<file path="src/rtl/boot_rom_wb.sv">
module boot_rom_wb #(
  parameter int          DEPTH       = 16,
  parameter logic [4:0]  REGION_CODE = 5'b10000
) (
  input  logic        clk,
  input  logic        rst,
  input  logic        cyc_i,
  input  logic        stb_i,
  input  logic        we_i,
  input  logic [63:0] adr_i,
  output logic [63:0] dat_o,
  output logic        ack_o,
  output logic        err_o
);
  localparam int IDX_W  = $clog2(DEPTH);
  localparam int IDX_HI = 3 + IDX_W;

  function automatic logic [63:0] rom_word(input logic [IDX_W-1:0] i);
    int k;
    k = int'(i);
    if (k == 4) return 64'hC0F00B0103000000;
    return {8'hB0, 8'(k), 16'(k * 16'h1357) ^ 16'hF00D, 32'(k) * 32'h9E3779B1};
  endfunction

  logic [IDX_W-1:0] idx;
  logic             hit, req;
  logic             unused_adr;

  assign idx        = adr_i[IDX_HI-1:3];
  assign hit        = (adr_i[63:59] == REGION_CODE) && (adr_i[58:40] == '0);
  assign req        = cyc_i & stb_i & ~ack_o & ~err_o;
  assign unused_adr = ^{adr_i[2:0], adr_i[39:IDX_HI]};

  always_ff @(posedge clk) begin
    if (rst) begin
      ack_o <= 1'b0;
      err_o <= 1'b0;
      dat_o <= '0;
    end else begin
      ack_o <= req & hit;
      err_o <= req & ~hit;
      if (req & hit & ~we_i) dat_o <= rom_word(idx);
    end
  end

  logic past_valid = 1'b0;
  always_ff @(posedge clk) past_valid <= 1'b1;


  ack_single_chk: assert property (@(posedge clk) disable iff (rst)
    ack_o |=> !ack_o);


  ack_needs_cyc_chk: assert property (@(posedge clk) disable iff (rst)
    (ack_o || err_o) |-> $past(cyc_i && stb_i));


  ack_err_excl_chk: assert property (@(posedge clk) disable iff (rst)
    !(ack_o && err_o));


  err_single_chk: assert property (@(posedge clk) disable iff (rst)
    err_o |=> !err_o);


  err_on_miss_chk: assert property (@(posedge clk) disable iff (rst)
    err_o |-> $past(adr_i[63:59] != REGION_CODE || adr_i[58:40] != '0));


  reset_clear_chk: assert property (@(posedge clk)
    (past_valid && $past(rst)) |-> (!ack_o && !err_o && dat_o == '0));
endmodule

</file>
<file path="config.mk">
export PLATFORM = sky130hd
export DESIGN_NAME = boot_rom_wb
export DESIGN_NICKNAME = d
export VERILOG_FILES = /design/src/rtl/boot_rom_wb.sv
export SDC_FILE = /design/constraint.sdc
export NUM_CORES = 1
export LEC_CHECK = 0
export ABC_AREA = 1
export BUFFER_PORTS_ARGS = -buffer_cell sky130_fd_sc_hd__buf_2
export CORE_MARGIN = 4
export CORE_UTILIZATION = 40
export CTS_CLUSTER_DIAMETER = 30
export DETAILED_ROUTE_END_ITERATION = 10
export SYNTH_ARGS = -nofsm -noshare
export SYNTH_HDL_FRONTEND = slang
export SYNTH_SLANG_ARGS = --single-unit
export TNS_END_PERCENT = 10
</file>
<file path="constraint.sdc">
create_clock -name clk -period 8.6 [get_ports clk]
set_input_delay 1.29 -clock clk [delete_from_list [all_inputs] [get_ports clk]]
set_output_delay 1.29 -clock clk [all_outputs]
set_load 0.05 [all_outputs]
</file>
==> impl_metrics.tcl, run 1 <==
set metrics [dict create \
    rows 39 \
    synthArstFlopShare_pct 0 \
    synthSimpleGateAreaFrac_pct 37.6 \
    first_pass_iters 5 \
    overflow 0 \
    arrival_ps 4370 \
    fmax_ghz 0.240 \
    gp_congestion 0.956 \
    synth_fa_ha_area_share_pct 14.6 \
    relSlewSlack_pct 42.5 \
    synth-seq-cells 51 \
    cts_setup_buffers 0 \
    cap_viol_max_count 0 \
    cts_tree "yes" \
    placed_cells 982 \
    gr-usage-all-layers_pct 22.5 \
    clockBufferDepth 2 \
    avgSynthCellArea_um2 6.04 \
    grt_start_max_net_pins 44 \
    final_core_util_pct 46.2 \
    cts-resized-gates 0 \
    die_area_mm2 0.0135 \
    power_density_mw_per_mm2 152 \
    avgRoutedWirePerCell_um 14.8 \
    worstPathRequired_ps 8800 \
    synth_area_leaders "dfxtp_1, nand2_1, ha_1, inv_1, nand3_1" \
    hold_viol_final 0 \
    cts_buffers 5 \
    synthXorXnorAreaFrac_pct 2.63 \
    die_w_um 116 \
    n_fill_cell 1237 \
    hold_class "flip-flop to flip-flop" \
    final_cell_mix "nand2_1, inv_1, buf_2" \
    critical_path.startpoint "adr_i[5]" \
    yosysUniqueCellTypes 35 \
    finalCritPeriodShare_pct 48.5 \
    cts_hold_buf 0 \
    synthMuxAreaShare_pct 0 \
    vias 4929 \
    synth_largest_area_cell "dfxtp_1" \
    antenna_found_initial 0 \
    maxSlewViolCount 0 \
    mappedNetlistArea_mm2 0.00467 \
    diodes 0 \
    die-height_um 116 \
    criticalPathCategory "primary input to flip-flop" \
    syn_to_final_growth_pct 13.1 \
    cp-end-kind "flip-flop" \
    fin_tns_setup_ps 0 \
    synth_ff_type "dfxtp_1" \
    dp.final_hpwl_um 11900 \
    io_buffers 94 \
    cts.sinks 51 \
    power_mw 0.800 \
    drcViolationCount 0 \
    clk_pin_slew_worst_paths_ps 70 \
    start_kind "primary input" \
    netlist_instances 773 \
    synth_compound_area_share_pct 8.77 \
    status "complete, no violations" \
    clk_latency_ps 300 \
    period_needed_ps 4170 \
    finalSetupViolations 0 \
    r2r_start "ack_o$_SDFF_PP0_" \
    grt_pass1_vias 4770 \
    worst_pin_slew_ps 863 \
    nets 964 \
    drive_gt1_share_pct 13.2 \
    synth_top_family_by_area "simple AND/OR/NAND/NOR gates" \
    viasPerCell 4.98 \
    layout.cells.non_filler 990 \
    synth_top_area_share_pct 21.9 \
    skew_ps 3.82 \
    hold_path_startpoint "dat_o[23]$_SDFFE_PP0P_" \
    drtIter0Drc 256 \
    layout_commonest_cell "nand2_1" \
    num_io_pins 135 \
    path_max_fanout 9 \
    start_util_pct 40.9 \
    synth_edf_count 0 \
    grt_pass1_wl_um 23900 \
    core-area_mm2 0.0114 \
    drt-total-wl_um 14700 \
    yosysSeqAreaShare_pct 21.9 \
    antenna_left 0 \
    rsz0062_at_grt "no" \
    yosys_warnings 0 \
    ir_drop_mv 0.0822 \
    p_leak_nw 2.95 \
    htree_num_levels 2 \
    cts-root-buf "clkbuf_16" \
]
cell type report:
class / instances / area [µm²] / area share (%)
multi-input combinational: 568 / 2980 / 56.6
timing repair buffer: 95 / 478 / 9.06
sequential: 51 / 1020 / 19.4
clock buffer: 5 / 125 / 2.37
inverter: 125 / 469 / 8.89
clock inverter: 3 / 20.0 / 0.379
tap: 143 / 179 / 3.39
flip-flops by register name (all words and copies together), names as in the netlist:
| register | count |
|---|---|
| dat_o | 49 |
| ack_o | 1 |
| err_o | 1 |
final timing paths:
kind | end | slack, ps | cells past startpoint
worst max register to register | dat_o[32]$_SDFFE_PP0P_ | 6310 | 7
worst min-delay path | dat_o[23]$_SDFFE_PP0P_ | 460 | 2
worst min register to register | dat_o[23]$_SDFFE_PP0P_ | 460 | 2
worst max-delay path | dat_o[26]$_SDFFE_PP0P_ | 4430 | 16
metal layers:
metal	GRT usage (%)	part of all wire, %	vias to the layer above
met4	5.72	1.9	0
li1	-	-	2544
met2	38.9	46	142
met3	2.25	6.1	17
met5	0	0	-
met1	30.1	46	2226
cell usage after synthesis, drive strengths merged (2+ instances only):
cell,n
nor2,81
nor3,11
nand3,70
dfxtp,51
a21oi,59
nand4,8
clkinv,2
o211ai,2
xor2,13
clkbuf,6
ha,40
nand3b,2
fa,9
o21a,2
or2,6
nand2,242
inv,123
o21ai,12
buf,26
worst max-delay path, cell delays in order:
cell	delay, ps
buf_2	240
inv_1	170
ha_1	350
inv_1	110
fa_1	450
ha_1	460
a21oi_1	410
nand2_1	110
a21oi_1	130
nand2_1	70
nor2_1	280
inv_1	80
nand2_1	60
nand3_1	60
nand2_1	60
inv_1	40
power breakdown:
part	switching, mW	internal, mW	leakage, nW	total (mW)
Sequential	0.0000811	0.236	0.411	0.236
Clock	0.0981	0.108	0.0658	0.206
Combinational	0.247	0.111	2.48	0.358
metrics by stage:
step | worst slack, ps | hold slack (ps) | area, µm²
finish | 4430 | 462 | 5280
floorplan | 4900 | 686 | 4680
global route | 4160 | 486 | 5280
detailed placement | 4160 | 454 | 5130
global placement | 4140 | 449 | 5130
CTS | 4480 | 465 | 5280
kinds of logic after synthesis:
group                    after synthesis
AND/OR/NAND/NOR                      423
adder cells (fa/ha/maj)               49
other                                  1
AO/OA/AOI/OAI                         78
XOR/XNOR                              14
flip-flops                            51
buffers and inverters                157
Note: power is estimated with default switching activity, not from simulation.
==> run 2: changes to the inputs <==
- PLACE_DENSITY: unset -> 0.67
- clock period: 8.6 -> 3.3 ns (I/O delays scaled with it)
==> run 2 against run 1 <==
Count of clock-buffer cells in the layout unchanged. Sequential cell count is the same. Wire length fell by 6.0%. Combinational power rose to 3.0 times the previous value. Sequential share of layout area fell by 1.3 points. Non-clock buffer count increased by 48. Global-route usage fell by 2.1 points. Critical endpoint is now dat_o[24]$_SDFFE_PP0P_.
==> impl_metrics.tcl, run 2 (synthesis gave the netlist of run 1 again) <==
set metrics [dict create \
    grt_start_max_net_pins 44 \
    clockBufferDepth 2 \
    syn_to_final_growth_pct 21.3 \
    path_max_fanout 8 \
    clk_latency_ps 300 \
    drtIter0Drc 376 \
    die_area_mm2 0.0135 \
    combPwrFrac_pct 46.8 \
    start_util_pct 40.9 \
    worstPathRequired_ps 3500 \
    finalSetupViolations 0 \
    rows 39 \
    nets 1012 \
    period_needed_ps 3000 \
    rsz0062_at_grt "no" \
    placed_area_mm2 0.00549 \
    hold_class "flip-flop to flip-flop" \
    largestRegisters "dat_o (49), ack_o (1), err_o (1)" \
    antenna_left 0 \
    cts-root-buf "clkbuf_16" \
    final_cell_mix "nand2_1, inv_1, buf_2" \
    layout.cells.non_filler 1038 \
    cp-end-kind "flip-flop" \
    overflow 0 \
    avgRoutedWirePerCell_um 13.3 \
    grt_pass1_wl_um 22100 \
    switchingPower_mw 0.894 \
    cts_hold_buf 0 \
    switching_share_pct 39.3 \
    clkPwrFrac_pct 26.1 \
    cts_setup_buffers 0 \
    n_fill_cell 1212 \
    io_buffers 94 \
    diodes 0 \
    worst_pin_slew_ps 533 \
    r2r_cells 7 \
    num_io_pins 135 \
    gr-usage-all-layers_pct 20.4 \
    post-route-cell-area_mm2 0.00566 \
    seqPwrFrac_pct 27.1 \
    cts-resized-gates 0 \
    dp.final_hpwl_um 11600 \
    drive_gt1_share_pct 17.9 \
    first_pass_iters 5 \
    hold_viol_final 0 \
    post-place-ws_ps 45.2 \
    cts_buffers 5 \
    post-route-worst-setup-slack_ps 296 \
    whs_path_depth 2 \
    arrival_ps 3200 \
    criticalPathCategory "primary input to flip-flop" \
    start_kind "primary input" \
    ir_drop_mv 0.229 \
    skew_ps 6.40 \
    relSlewSlack_pct 64.4 \
    gp_congestion 1.02 \
    fin_hold_ws_ps 461 \
    fin_tns_setup_ps 0 \
    die-height_um 116 \
    antenna_found_initial 0 \
    clk_pin_slew_worst_paths_ps 70 \
    die_w_um 116 \
    cap_viol_max_count 0 \
    maxSlewViolCount 0 \
    vias 5066 \
    htree_num_levels 2 \
    fmax_ghz 0.333 \
    p_leak_nw 3.21 \
    drcViolationCount 0 \
    core-area_mm2 0.0114 \
    power_mw 2.27 \
    largest-register "dat_o" \
    drt-total-wl_um 13800 \
    power_density_mw_per_mm2 401 \
    final_core_util_pct 49.6 \
    layout_commonest_cell "nand2_1" \
    grt_pass1_vias 4613 \
    placed_cells 1030 \
    viasPerCell 4.88 \
    largest_register_ffs 49 \
    finalCritPeriodShare_pct 91.0 \
    status "complete, no violations" \
    intPower_mw 1.38 \
    cts_tree "yes" \
    cts.sinks 51 \
]
## run 2: changes by cell type in the layout (fill, tap and decap cells not counted)
cell        before  now
buf_4            1   49
bufinv_16        0    1
clkinv_4         0    1
clkinvlp_4       2    0
## run 2: power groups by stage
stage / sequential [mW] / combinational [mW] / clock [mW]
global route: 0.615 / 1.19 / 0.629
CTS: 0.616 / 1.05 / 0.606
finish: 0.616 / 1.06 / 0.592
global placement: 0.630 / 1.04 / 0
floorplan: 0.632 / 0.672 / 0
detailed placement: 0.630 / 1.05 / 0
## run 2: final timing paths
check	startpoint	slack, ps	end
max reg2reg	ack_o$_SDFF_PP0_	1340	dat_o[48]$_SDFFE_PP0P_
min	dat_o[39]$_SDFFE_PP0P_	460	dat_o[39]$_SDFFE_PP0P_
max	adr_i[6]	300	dat_o[24]$_SDFFE_PP0P_
min reg2reg	dat_o[39]$_SDFFE_PP0P_	460	dat_o[39]$_SDFFE_PP0P_
## run 2: cell type report
type	count	area, µm²	area share (%)
inverters	125	469	8.29
multi-input cells	568	2980	52.7
repair buffers	143	838	14.8
flip-flops and latches	51	1020	18.0
clock inverters	3	43.8	0.774
well taps	143	179	3.16
clock buffers	5	125	2.21
## run 2: metal layers
layer | share of wire (%) | up-vias | track usage (%) | wire, µm
li1 | - | 2637 | - | -
met1 | 45 | 2250 | 27.4 | 6250
met2 | 46 | 162 | 34.7 | 6400
met3 | 6.2 | 17 | 1.88 | 860
met4 | 2.0 | 0 | 6.57 | 277
met5 | 0 | - | 0 | 0
## run 2: critical path: stages
cell,delay [ps]
buf_2,170
ha_1,320
inv_1,60
fa_1,500
inv_1,70
buf_4,130
ha_1,350
nand2_1,90
nand3_1,120
nand3_1,90
nand2_1,170
nand3_1,100
nand2_1,130
nand2_1,100
nand3_1,90
nand3_1,90
nand2_1,80
inv_1,30
